==> config.mk <==
export PLATFORM = sky130hd
export DESIGN_NAME = stepper_autoscan
export DESIGN_NICKNAME = d
export VERILOG_FILES = /design/src/rtl/stepper_pkg.sv /design/src/rtl/btn_sync.sv /design/src/rtl/tick_prescaler.sv /design/src/rtl/step_fsm.sv /design/src/rtl/pos_counter.sv /design/src/rtl/stepper_autoscan.sv
export SDC_FILE = /design/constraint.sdc
export NUM_CORES = 1
export LEC_CHECK = 0
export BUFFER_PORTS_ARGS = -buffer_cell sky130_fd_sc_hd__buf_2
export CORE_MARGIN = 5
export CORE_UTILIZATION = 35
export CTS_BUF_LIST = sky130_fd_sc_hd__clkbuf_4
export DETAILED_ROUTE_END_ITERATION = 7
export GPL_ROUTABILITY_DRIVEN = 0
export PLACE_DENSITY = 0.51
export SYNTH_ARGS = -nofsm -noshare
export SYNTH_HDL_FRONTEND = slang
export SYNTH_HIERARCHICAL = 1
export SYNTH_SLANG_ARGS = --single-unit
export TNS_END_PERCENT = 10
==> constraint.sdc <==
create_clock -name clk -period 4 [get_ports clk]
set_input_delay 0.8 -clock clk [delete_from_list [all_inputs] [get_ports clk]]
set_output_delay 0.8 -clock clk [all_outputs]
set_load 0.01 [all_outputs]
==> src/rtl/stepper_pkg.sv <==
package stepper_pkg;
    typedef enum logic [2:0] {
        ST_IDLE,
        ST_DEB,
        ST_HOLD,
        ST_SCAN,
        ST_REL,
        ST_BOTH
    } step_state_e;
endpackage

==> src/rtl/btn_sync.sv <==
module btn_sync #(
    parameter int N = 2
) (
    input  logic         clk,
    input  logic         rst_n,
    input  logic [N-1:0] raw_n,
    output logic [N-1:0] pressed
);
    for (genvar i = 0; i < N; i++) begin : g_line
        logic [1:0] sh_q;
        always_ff @(posedge clk or negedge rst_n) begin
            if (!rst_n) sh_q <= 2'b11;
            else        sh_q <= {sh_q[0], raw_n[i]};
        end
        assign pressed[i] = ~sh_q[1];
    end
endmodule

==> src/rtl/tick_prescaler.sv <==
module tick_prescaler #(
    parameter int CLK_PER_TICK = 100000
) (
    input  logic clk,
    input  logic rst_n,
    output logic tick
);
    localparam int PW = (CLK_PER_TICK > 1) ? $clog2(CLK_PER_TICK) : 1;
    logic [PW-1:0] cnt_d, cnt_q;

    always_comb begin
        if (cnt_q == PW'(CLK_PER_TICK - 1)) cnt_d = '0;
        else                                cnt_d = cnt_q + 1'b1;
    end
    assign tick = (cnt_q == PW'(CLK_PER_TICK - 1));

    always_ff @(posedge clk or negedge rst_n) begin
        if (!rst_n) cnt_q <= '0;
        else        cnt_q <= cnt_d;
    end
endmodule

==> src/rtl/step_fsm.sv <==
module step_fsm
    import stepper_pkg::*;
#(
    parameter int DEB_TICKS       = 11,
    parameter int AS_START_TICKS  = 800,
    parameter int AS_PERIOD_TICKS = 250,
    parameter int REL_TICKS       = 12
) (
    input  logic clk,
    input  logic rst_n,
    input  logic tick,
    input  logic up_p,
    input  logic dn_p,
    output logic step_up,
    output logic step_dn
);
    localparam int M1   = (DEB_TICKS > AS_START_TICKS) ? DEB_TICKS : AS_START_TICKS;
    localparam int M2   = (AS_PERIOD_TICKS > REL_TICKS) ? AS_PERIOD_TICKS : REL_TICKS;
    localparam int MAXT = (M1 > M2) ? M1 : M2;
    localparam int CW   = $clog2(MAXT + 1);

    typedef struct packed {
        step_state_e   state;
        logic          dir_up;
        logic [CW-1:0] cnt;
    } fsm_t;

    fsm_t r_d, r_q;
    logic          act;
    logic [CW-1:0] lim;

    always_comb begin
        r_d     = r_q;
        step_up = 1'b0;
        step_dn = 1'b0;
        act     = r_q.dir_up ? up_p : dn_p;
        case (r_q.state)
            ST_DEB:  lim = CW'(DEB_TICKS - 1);
            ST_HOLD: lim = CW'(AS_START_TICKS - 1);
            default: lim = CW'(AS_PERIOD_TICKS - 1);
        endcase
        case (r_q.state)
            ST_IDLE: begin
                if (up_p && dn_p) begin
                    r_d.state = ST_BOTH;
                end else if (up_p || dn_p) begin
                    r_d.state  = ST_DEB;
                    r_d.dir_up = up_p;
                    r_d.cnt    = '0;
                end
            end
            ST_DEB, ST_HOLD, ST_SCAN: begin
                if (up_p && dn_p) begin
                    r_d.state = ST_BOTH;
                end else if (!act) begin
                    r_d.state = ST_REL;
                    r_d.cnt   = '0;
                end else if (tick) begin
                    if (r_q.cnt == lim) begin
                        step_up   = r_q.dir_up;
                        step_dn   = !r_q.dir_up;
                        r_d.cnt   = '0;
                        r_d.state = (r_q.state == ST_DEB) ? ST_HOLD : ST_SCAN;
                    end else begin
                        r_d.cnt = r_q.cnt + 1'b1;
                    end
                end
            end
            ST_REL: begin
                if (up_p || dn_p) begin
                    r_d.cnt = '0;
                end else if (tick) begin
                    if (r_q.cnt == CW'(REL_TICKS - 1)) r_d.state = ST_IDLE;
                    else                               r_d.cnt   = r_q.cnt + 1'b1;
                end
            end
            ST_BOTH: begin
                if (!up_p && !dn_p) begin
                    r_d.state = ST_REL;
                    r_d.cnt   = '0;
                end
            end
            default: r_d.state = ST_IDLE;
        endcase
    end

    always_ff @(posedge clk or negedge rst_n) begin
        if (!rst_n) r_q <= '{state: ST_IDLE, dir_up: 1'b0, cnt: '0};
        else        r_q <= r_d;
    end
endmodule

==> src/rtl/pos_counter.sv <==
module pos_counter #(
    parameter int POS_W = 6
) (
    input  logic             clk,
    input  logic             rst_n,
    input  logic             inc,
    input  logic             dec,
    output logic [POS_W-1:0] pos
);
    localparam logic [POS_W-1:0] MID = POS_W'(1) << (POS_W - 1);
    localparam logic [POS_W-1:0] TOP = '1;
    logic [POS_W-1:0] pos_d, pos_q;

    always_comb begin
        pos_d = pos_q;
        if (inc && pos_q != TOP)           pos_d = pos_q + 1'b1;
        else if (dec && pos_q != '0)       pos_d = pos_q - 1'b1;
    end

    always_ff @(posedge clk or negedge rst_n) begin
        if (!rst_n) pos_q <= MID;
        else        pos_q <= pos_d;
    end
    assign pos = pos_q;
endmodule

==> src/rtl/stepper_autoscan.sv <==
module stepper_autoscan #(
    parameter int POS_W           = 6,
    parameter int CLK_PER_TICK    = 100000,
    parameter int DEB_TICKS       = 11,
    parameter int AS_START_TICKS  = 800,
    parameter int AS_PERIOD_TICKS = 250,
    parameter int REL_TICKS       = 12
) (
    input  logic             clk,
    input  logic             rst_n,
    input  logic             up_n,
    input  logic             dn_n,
    output logic [POS_W-1:0] pos
);
    logic [1:0] pressed;
    logic       tick;
    logic       step_up;
    logic       step_dn;

    btn_sync #(.N(2)) u_sync (
        .clk(clk), .rst_n(rst_n), .raw_n({dn_n, up_n}), .pressed(pressed)
    );

    tick_prescaler #(.CLK_PER_TICK(CLK_PER_TICK)) u_pre (
        .clk(clk), .rst_n(rst_n), .tick(tick)
    );

    step_fsm #(
        .DEB_TICKS(DEB_TICKS), .AS_START_TICKS(AS_START_TICKS),
        .AS_PERIOD_TICKS(AS_PERIOD_TICKS), .REL_TICKS(REL_TICKS)
    ) u_fsm (
        .clk(clk), .rst_n(rst_n), .tick(tick),
        .up_p(pressed[0]), .dn_p(pressed[1]),
        .step_up(step_up), .step_dn(step_dn)
    );

    pos_counter #(.POS_W(POS_W)) u_pos (
        .clk(clk), .rst_n(rst_n), .inc(step_up), .dec(step_dn), .pos(pos)
    );
endmodule

==> results.toml, run 1 <==
[status]
outcome = "completed"

[timing]
whs_ps = 365
slew_viol_final = 0
max_slew_margin_pct = 39.1
period_share_pct = 86.7
setup_ws_ps = 533
fmax_ghz = 0.288
skew_ps = 6.57
tns_ps = 0
worst_slew_pin_slew_ps = 913
min_period_ps = 3470
rsz0062_at_grt = "no"
setup_viol = 0
hold_viol = 0

[drt]
drtPass1Iterations = 4
drc = 0
routed_wl_um = 5290
viasPerCell = 5.28
drt_iter0_drc = 94
post_drt_wl_per_cell_um = 14.7
num_vias = 1894
antenna_left = 0

[die]
core_area_mm2 = 0.00714
die_w_um = 95.1
initial_core_util_pct = 35.5
row_count = 31
die_area_mm2 = 0.00905
die_h_um = 95.1
io_pins = 10

[logic_synthesis]
yosys_warnings = 6
post_synth_num_cell_types = 61
synth_flop_cell = "dfrtp_1"
seq_area_frac_synth_pct = 40.7
syn_inst = 247
yosys_register_bits = 41
synthesis.nets = 261
synthArstFlopShare_pct = 100
synth.avg_cell_area_um2 = 10.3
synth-edff-count = 0
synth_area_mm2 = 0.00254

[critical_path]
crit_slowest_cell = "or4_1"
worstSetupEndpointType = "flip-flop"
crit_cells = 12
cp.required_ps = 4290
crit_buf_inv = 0
path_class = "flip-flop to flip-flop"
crit_fanout = 8
cp-start-kind = "flip-flop"
ff2ff_path_depth = 12
path_cells = "or4_1, or4_4, nor4_4, nor3b_1, and3_1, o21ai_4, ha_1, a211oi_1, o21bai_1, a21oi_1, mux2i_1, xor2_1"
cpLargestDelayFamily = "simple AND/OR/NAND/NOR gates"
cp.arrival_ps = 3760
max_stage_delay_ps = 540

[cts]
postCtsSetupBuffers = 0
tritoncts = "yes"
holdBufCountCts = 0
ctsHtreeMaxLevel = 2
clk_path_buf_depth = 2
cts_made_buffers = 5
cts_resized = 0
cts_sinks = 41
root_buffer = "clkbuf_4"
clk_pin_slew_ps = 130
insertion_delay_ps = 350

[final_layout]
syn_to_final_growth_pct = 9.27
postLayoutCellArea_mm2 = 0.00277
instances_no_fill = 359
final_net_count = 273
drive_above_1_share_pct = 17.7
diodes = 0
final_util_pct = 38.8

[pwr]
power.density_mw_per_mm2 = 288
power.total_uw = 799
irDropWorstVdd_v = 0.000172
leakage_nw = 1.13

[grt]
grt_max_degree = 42
grt_pass1_wl_um = 9050
grt.overflow.total = 0
grt_pass1_vias = 1930
grt.total_usage_pct = 12.7
antenna_found_initial = 0

[placement]
placed_cell_area_mm2 = 0.00269
dp.cells = 351
dp_hpwl_um = 3750
preCtsSetupSlack_ps = 565
port_buffers = 9

[run]
cap_violations = 0

[hold_path]
hold_class = "flip-flop to flip-flop"
hold_path_depth = 0
-- path summary, 6_finish.rpt --
| path | startpoint | endpoint | slack [ps] |
|---|---|---|---|
| worst max-delay path | u_pre/cnt_q[11] | u_pos/pos[5] | 530 |
| worst min-delay path | u_sync/g_line[0].sh_q[0] | u_sync/g_line[0].sh_q[1] | 370 |
| worst max register to register | u_pre/cnt_q[11] | u_pos/pos[5] | 530 |
| worst min register to register | u_sync/g_line[0].sh_q[0] | u_sync/g_line[0].sh_q[1] | 370 |
| max in group asynchronous | rst_n | u_pre/cnt_q[8] | 2870 |
| min in group asynchronous | rst_n | u_fsm/r_q[9] | 570 |
-- synth_stat cells (5+ instances only) --
cell / instances / area share, %
dfrtp_1: 36 / 36
xnor2_1: 18 / 6.2
nor2_1: 17 / 2.5
a21oi_1: 16 / 3.2
nand2_1: 15 / 2.2
inv_1: 10 / 1.5
nand3_1: 10 / 2.0
nor3_1: 10 / 2.0
ha_1: 9 / 4.4
xor2_1: 8 / 2.8
nand4_1: 7 / 1.7
dfstp_2: 5 / 5.2
-- sequential cells by signal (all words and copies together) (netlist names) --
signal	cells
u_pos/pos	6
u_fsm/r_q	14
u_pre/cnt_q	17
u_sync/g_line.sh_q	4
-- final cells by class --
| cell class | count | area (um^2) |
|---|---|---|
| clock buffers | 6 | 45.0 |
| clock inverters | 2 | 38.8 |
| fillers | 739 | 4370 |
| inverters | 10 | 37.5 |
| multi-input cells | 189 | 1430 |
| flip-flops and latches | 41 | 1030 |
| well taps | 99 | 124 |
| repair buffers | 12 | 67.6 |
-- placed cells by master, fill, tap and decap left out, types with 2 or more instances in the layout --
cell type  Yosys  final
a2111oi_0      4      4
a211oi_1       3      3
a21o_1         2      2
a21oi_1       16     16
a22oi_1        2      2
a41oi_1        2      2
and3_1         2      2
and4_1         2      2
buf_2          2      9
buf_4          1      3
clkbuf_4       0      6
dfrtp_1       36     36
dfstp_2        5      5
ha_1           9      9
inv_1         10     10
mux2_4         3      3
mux2i_1        4      4
nand2_1       15     15
nand3_1       10     10
nand4_1        7      7
nor2_1        17     17
nor3_1        10     10
nor3b_1        3      3
nor4_1         3      3
o211ai_1       4      4
o21ai_0        3      3
o31ai_1        4      4
or3_1          2      2
or3b_2         2      2
or4_1          4      4
or4_4          3      3
xnor2_1       18     18
xor2_1         8      8
-- where the power goes --
part | leakage, nW | internal [mW] | switching, mW | total (mW)
Clock | 0.0459 | 0.140 | 0.146 | 0.286
Sequential | 0.534 | 0.427 | 0.0274 | 0.455
Combinational | 0.548 | 0.0229 | 0.0358 | 0.0587
-- routing by layer --
| metal | global-route usage (%) | vias to the layer above | wire, um |
|---|---|---|---|
| met4 | 5.05 | 0 | 55 |
| met2 | 20.6 | 36 | 2470 |
| met1 | 16.2 | 910 | 2580 |
| li1 | - | 942 | - |
| met3 | 2.84 | 6 | 180 |
| met5 | 0 | - | 0 |
-- cells by family (layout without fill, tap and decap cells) --
family | Yosys count | count (layout) | synth area share [%]
AO/OA/AOI/OAI | 53 | 53 | 16.3
XOR/XNOR | 26 | 26 | 8.98
adder cells (fa/ha/maj) | 10 | 10 | 5.23
buffers and inverters | 17 | 30 | 3.06
flip-flops | 41 | 41 | 40.7
multiplexers | 8 | 8 | 3.80
AND/OR/NAND/NOR | 92 | 92 | 21.9
No activity file was read; power rests on OpenSTA's default activity.
==> run 2: changes to the inputs <==
--- a/config.mk
+++ b/config.mk
@@ -6,7 +6,7 @@
 export NUM_CORES = 1
 export LEC_CHECK = 0
 export BUFFER_PORTS_ARGS = -buffer_cell sky130_fd_sc_hd__buf_2
-export CORE_MARGIN = 5
+export CORE_MARGIN = 2
 export CORE_UTILIZATION = 35
 export CTS_BUF_LIST = sky130_fd_sc_hd__clkbuf_4
 export DETAILED_ROUTE_END_ITERATION = 7
==> constraint.sdc (replaced) <==
create_clock -name clk -period 4.45 [get_ports clk]
set_input_delay 0.89 -clock clk [delete_from_list [all_inputs] [get_ports clk]]
set_output_delay 0.89 -clock clk [all_outputs]
set_load 0.01 [all_outputs]
==> run 2 against run 1 <==
Compared with the run above:
- first-iteration DRC count up 8.5%
- critical path type unchanged
- core utilization decreased by 0.46 points
- via count is 1.1% higher
- count of clock-buffer cells in the layout is 1 lower
- non-clock buffer count is 1 lower
- register-to-register slack better by 450 ps
- routed wire length is 4.0% lower
==> results.toml, run 2 (synthesized netlist as in run 1, its figures left out) <==
[grt]
grt.total_usage_pct = 13.8
grt_pass1_vias = 1791
grt_max_degree = 42
grt.overflow.total = 0
grt_pass1_wl_um = 8620
antenna_found_initial = 0

[pwr]
leakage_nw = 1.11
combPwrFrac_pct = 7.9
irDropWorstVdd_v = 0.000148
pwr-share-clk_pct = 30.2
power.total_uw = 659
switching_share_pct = 29.0
p_sw_uw = 191
power.density_mw_per_mm2 = 240
internal_power_uw = 467
pwr-share-seq_pct = 61.9

[die]
io_pins = 10
core_area_mm2 = 0.00714
row_count = 31
die_area_mm2 = 0.00794
die_w_um = 89.1
die_h_um = 89.1
initial_core_util_pct = 35.5

[placement]
placed_cell_area_mm2 = 0.00268
dp_hpwl_um = 3530
dp.cells = 350
port_buffers = 9

[cts]
cts_made_buffers = 5
clk_path_buf_depth = 2
clk_pin_slew_ps = 140
tritoncts = "yes"
cts_resized = 0
postCtsSetupBuffers = 0
root_buffer = "clkbuf_4"
holdBufCountCts = 0
insertion_delay_ps = 350
ctsHtreeMaxLevel = 2
cts_sinks = 41

[critical_path]
cp.required_ps = 4750
worstSetupEndpointType = "flip-flop"
cp.arrival_ps = 3770
crit_fanout = 13
cp-start-kind = "flip-flop"
path_class = "flip-flop to flip-flop"

[timing]
slew_viol_final = 0
setup_viol = 0
max_slew_margin_pct = 38.4
period_share_pct = 78.0
fmax_ghz = 0.288
tns_ps = 0
rsz0062_at_grt = "no"
hold_viol = 0
min_period_ps = 3470
worst_slew_pin_slew_ps = 924
skew_ps = 11.5

[drt]
drc = 0
routed_wl_um = 5070
num_vias = 1915
wl_met3_um = 161
viasPerCell = 5.35
post_drt_wl_per_cell_um = 14.2
highest_layer = "met4"
wl_met1_um = 2560
drt_iter0_drc = 102
antenna_left = 0
wl_met2_um = 2310
drtPass1Iterations = 4

[run]
cap_violations = 0

[final_layout]
largest-register = "u_pre/cnt_q"
instances_no_fill = 358
diodes = 0
final_net_count = 272
final_common_cell = "dfrtp_1"
n_fill_cell = 759
syn_to_final_growth_pct = 7.99
drive_above_1_share_pct = 17.4
postLayoutCellArea_mm2 = 0.00274
largest_register_ff_count = 17
final_cell_mix = "dfrtp_1, xnor2_1, nor2_1"

[hold_path]
hold_class = "flip-flop to flip-flop"

[status]
outcome = "completed"
[run 2: worst max-delay path: stages, from the launching register on]
cell      delay, ps
dfrtp_1         540
or3b_1          470
mux2_2          290
a41oi_1         420
nor3b_1         100
and3_1          230
o21ai_4         130
ha_1            300
a211oi_1        240
o21bai_1        110
a21oi_1         170
mux2i_1         240
xor2_1          160
[run 2: power groups by stage]
stage / Clock [mW] / Combinational (mW) / Sequential (mW)
final: 0.199 / 0.0521 / 0.408
after global routing: 0.228 / 0.0611 / 0.412
after CTS: 0.210 / 0.0539 / 0.408
after detailed placement: 0 / 0.0534 / 0.415
after global placement: 0 / 0.0526 / 0.415
after floorplan: 0 / 0.0545 / 0.396
[run 2: stage by stage]
step / hold slack (ps) / setup slack, ps / util, %
2_1_floorplan: 345 / 851 / -
3_3_place_gp: 348 / 1050 / 37.6
3_5_place_dp: 348 / 1020 / 37.6
4_1_cts: 368 / 983 / 38.4
5_1_grt: 375 / 686 / 38.4
6_report: 369 / 979 / 38.4
[run 2: worst paths after layout]
check	from	endpoint	slack [ps]	cells after the start
worst max register to register	u_fsm/r_q[11]	u_pos/pos[5]	980	12
worst min-delay path	u_sync/g_line[1].sh_q[0]	u_sync/g_line[1].sh_q[1]	370	0
worst min register to register	u_sync/g_line[1].sh_q[0]	u_sync/g_line[1].sh_q[1]	370	0
min in group asynchronous	rst_n	u_fsm/r_q[2]	650	1
worst max-delay path	u_fsm/r_q[11]	u_pos/pos[5]	980	12
max in group asynchronous	rst_n	u_pre/cnt_q[1]	3210	1
[run 2: layout make-up]
class	instances	area [um^2]	area share, %
multi-input combinational	189	1430	52.1
timing repair buffer	11	60.1	2.19
clock buffer	5	37.5	1.37
sequential	41	1030	37.7
tap	99	124	4.52
clock inverter	3	21.3	0.777
inverter	10	37.5	1.37
[run 2: metal layers]
metal	GRT usage, %	vias to the layer above
li1	-	951
met1	19.2	928
met2	21.7	31
met3	2.86	5
met4	4.07	0
met5	0	-
==> run 3: changes to the inputs <==
--- a/config.mk
+++ b/config.mk
@@ -11,7 +11,7 @@
 export CTS_BUF_LIST = sky130_fd_sc_hd__clkbuf_4
 export DETAILED_ROUTE_END_ITERATION = 7
 export GPL_ROUTABILITY_DRIVEN = 0
-export PLACE_DENSITY = 0.51
+export PLACE_DENSITY = 0.53
 export SYNTH_ARGS = -nofsm -noshare
 export SYNTH_HDL_FRONTEND = slang
 export SYNTH_HIERARCHICAL = 1
==> constraint.sdc (replaced) <==
create_clock -name clk -period 2.9 [get_ports clk]
set_input_delay 0.58 -clock clk [delete_from_list [all_inputs] [get_ports clk]]
set_output_delay 0.58 -clock clk [all_outputs]
set_load 0.01 [all_outputs]
==> run 3 against run 2 <==
Compared with the run above:
- the run now ends with negative setup slack left
- final cell count grew 13%
- hold slack worse by 71 ps
- fmax is 9.2% higher
- setup slack lost 1300 ps
- flip-flop and latch count unchanged
- register-to-register slack got worse by 1300 ps
- first-iteration DRC count grew 20%
- die area is the same
- core utilization up 6.1 points
- power increased by 72%
- clock power grew 97%
==> results.toml, run 3 (synthesized netlist as in run 1, its figures left out) <==
[status]
outcome = "finished, violations left"
violations = "negative setup slack"

[final_layout]
drive_above_1_share_pct = 32.9
final_common_cell = "buf_4"
largest_register_ff_count = 17
final_cell_mix = "buf_4, dfrtp_1, xnor2_1"
largest-register = "u_pre/cnt_q"
final_net_count = 317
diodes = 0
syn_to_final_growth_pct = 25.1
n_fill_cell = 703

[drt]
highest_layer = "met4"
antenna_left = 0
viasPerCell = 5.05
num_vias = 2037
wl_met2_um = 2570
routed_wl_um = 5500
wl_met3_um = 123
drc = 0
drt_iter0_drc = 122
wl_met1_um = 2740
post_drt_wl_per_cell_um = 13.6
drtPass1Iterations = 4

[timing]
fmax_ghz = 0.315
tns_ps = -677
min_period_ps = 3180
setup_ws_ps = -279
setup_viol = 3
worst_slew_pin_slew_ps = 936
hold_viol = 0
max_slew_margin_pct = 37.6
rsz0062_at_grt = "yes"
period_share_pct = 110
skew_ps = 10.3
slew_viol_final = 0

[die]
die_w_um = 89.1
row_count = 31
io_pins = 10
die_h_um = 89.1
initial_core_util_pct = 35.5
die_area_mm2 = 0.00794
core_area_mm2 = 0.00714

[pwr]
leakage_nw = 1.36
power.total_mw = 1.13
irDropWorstVdd_v = 0.000266
power.density_mw_per_mm2 = 357

[grt]
grt.overflow.total = 0
antenna_found_initial = 0
grt_pass1_vias = 2087
grt_pass1_wl_um = 9310
grt.total_usage_pct = 15.0
grt_max_degree = 42

[critical_path]
cp.arrival_ps = 3440
path_cells = "or4_1, or4_4, nor4_4, nor3b_2, and3_4, o21ai_4, fa_2, a21o_1, a21oi_2, xnor2_1, mux2_4"
ff2ff_path_depth = 11
worstSetupEndpointType = "flip-flop"
crit_buf_inv = 0
cp-start-kind = "flip-flop"
max_stage_delay_ps = 510
crit_cells = 11
path_class = "flip-flop to flip-flop"
cpLargestDelayFamily = "simple AND/OR/NAND/NOR gates"
crit_slowest_cell = "or4_1"
cp.required_ps = 3160
crit_fanout = 7

[cts]
clk_pin_slew_ps = 140
ctsHtreeMaxLevel = 2
clk_path_buf_depth = 2
tritoncts = "yes"
insertion_delay_ps = 360
cts_sinks = 41
root_buffer = "clkbuf_4"
cts_made_buffers = 5
holdBufCountCts = 0

[placement]
port_buffers = 9
preCtsSetupSlack_ps = -377
dp_hpwl_um = 3970

[run]
cap_violations = 0

[hold_path]
hold_class = "input pin to flip-flop"
hold_path_depth = 1
[run 3: changes by cell type in the layout (fill, tap and decap cells not counted), sizes merged]
cell | previous run | this run
buf | 11 | 56
bufinv | 0 | 1
clkbuf | 5 | 6
clkinvlp | 1 | 0
inv | 11 | 10
[run 3: worst register-to-register path: stages (launching register included)]
cell and delay, ps:
dfrtp_1 390, or4_1 510, or4_4 440, nor4_4 150, nor3b_2 230, and3_4 220
o21ai_4 110, fa_2 380, a21o_1 170, a21oi_2 150, xnor2_1 80, mux2_4 250
[run 3: metal layers]
| metal | vias up | track usage, % |
|---|---|---|
| met2 | 22 | 24.5 |
| met4 | 0 | 5.56 |
| met1 | 971 | 19.8 |
| met3 | 6 | 2.77 |
| met5 | - | 0 |
| li1 | 1038 | - |
[run 3: stage by stage]
stage               utilization [%]  hold slack (ps)  std cells  area, um^2
CTS                            44.1              267        402        3140
finish                         44.5              298        403        3170
global placement               42.8              346        394        3060
detailed placement             42.8              348        394        3060
global route                   44.5              260        403        3170
floorplan                         -              284        247        2580
[run 3: repair_timing]
action / CTS / global route
resized for setup: 1 / 7
buffers inserted: 0 / 1
hold endpoints to repair: 0 / 0
setup endpoints to repair: 8 / 15
pin swaps: 6 / 4
[run 3: worst paths after layout]
path,slack (ps),start,endpoint
max in group asynchronous,1960,rst_n,u_fsm/r_q[11]
worst min register to register,370,u_sync/g_line[0].sh_q[0],u_sync/g_line[0].sh_q[1]
worst min-delay path,300,up_n,u_sync/g_line[0].sh_q[0]
worst max register to register,-280,u_pre/cnt_q[11],u_pos/pos[4]
worst max-delay path,-280,u_pre/cnt_q[11],u_pos/pos[4]
min in group asynchronous,340,rst_n,u_fsm/r_q[7]
[run 3: final cells by class]
| cell class | instances | area, um^2 | share of cell area (%) |
|---|---|---|---|
| Timing Repair Buffer | 56 | 398 | 12.5 |
| Multi-Input combinational cell | 189 | 1500 | 47.2 |
| Clock buffer | 6 | 45.0 | 1.42 |
| Inverter | 10 | 37.5 | 1.18 |
| Clock inverter | 2 | 38.8 | 1.22 |
| Tap cell | 99 | 124 | 3.90 |
| Sequential cell | 41 | 1030 | 32.5 |
[run 3: report_power, final]
group          switching (mW)  leakage [nW]  internal (mW)
combinational          0.0796         0.776         0.0559
sequential             0.0141         0.534          0.590
clock                   0.200        0.0459          0.193
total                   0.294          1.36          0.839
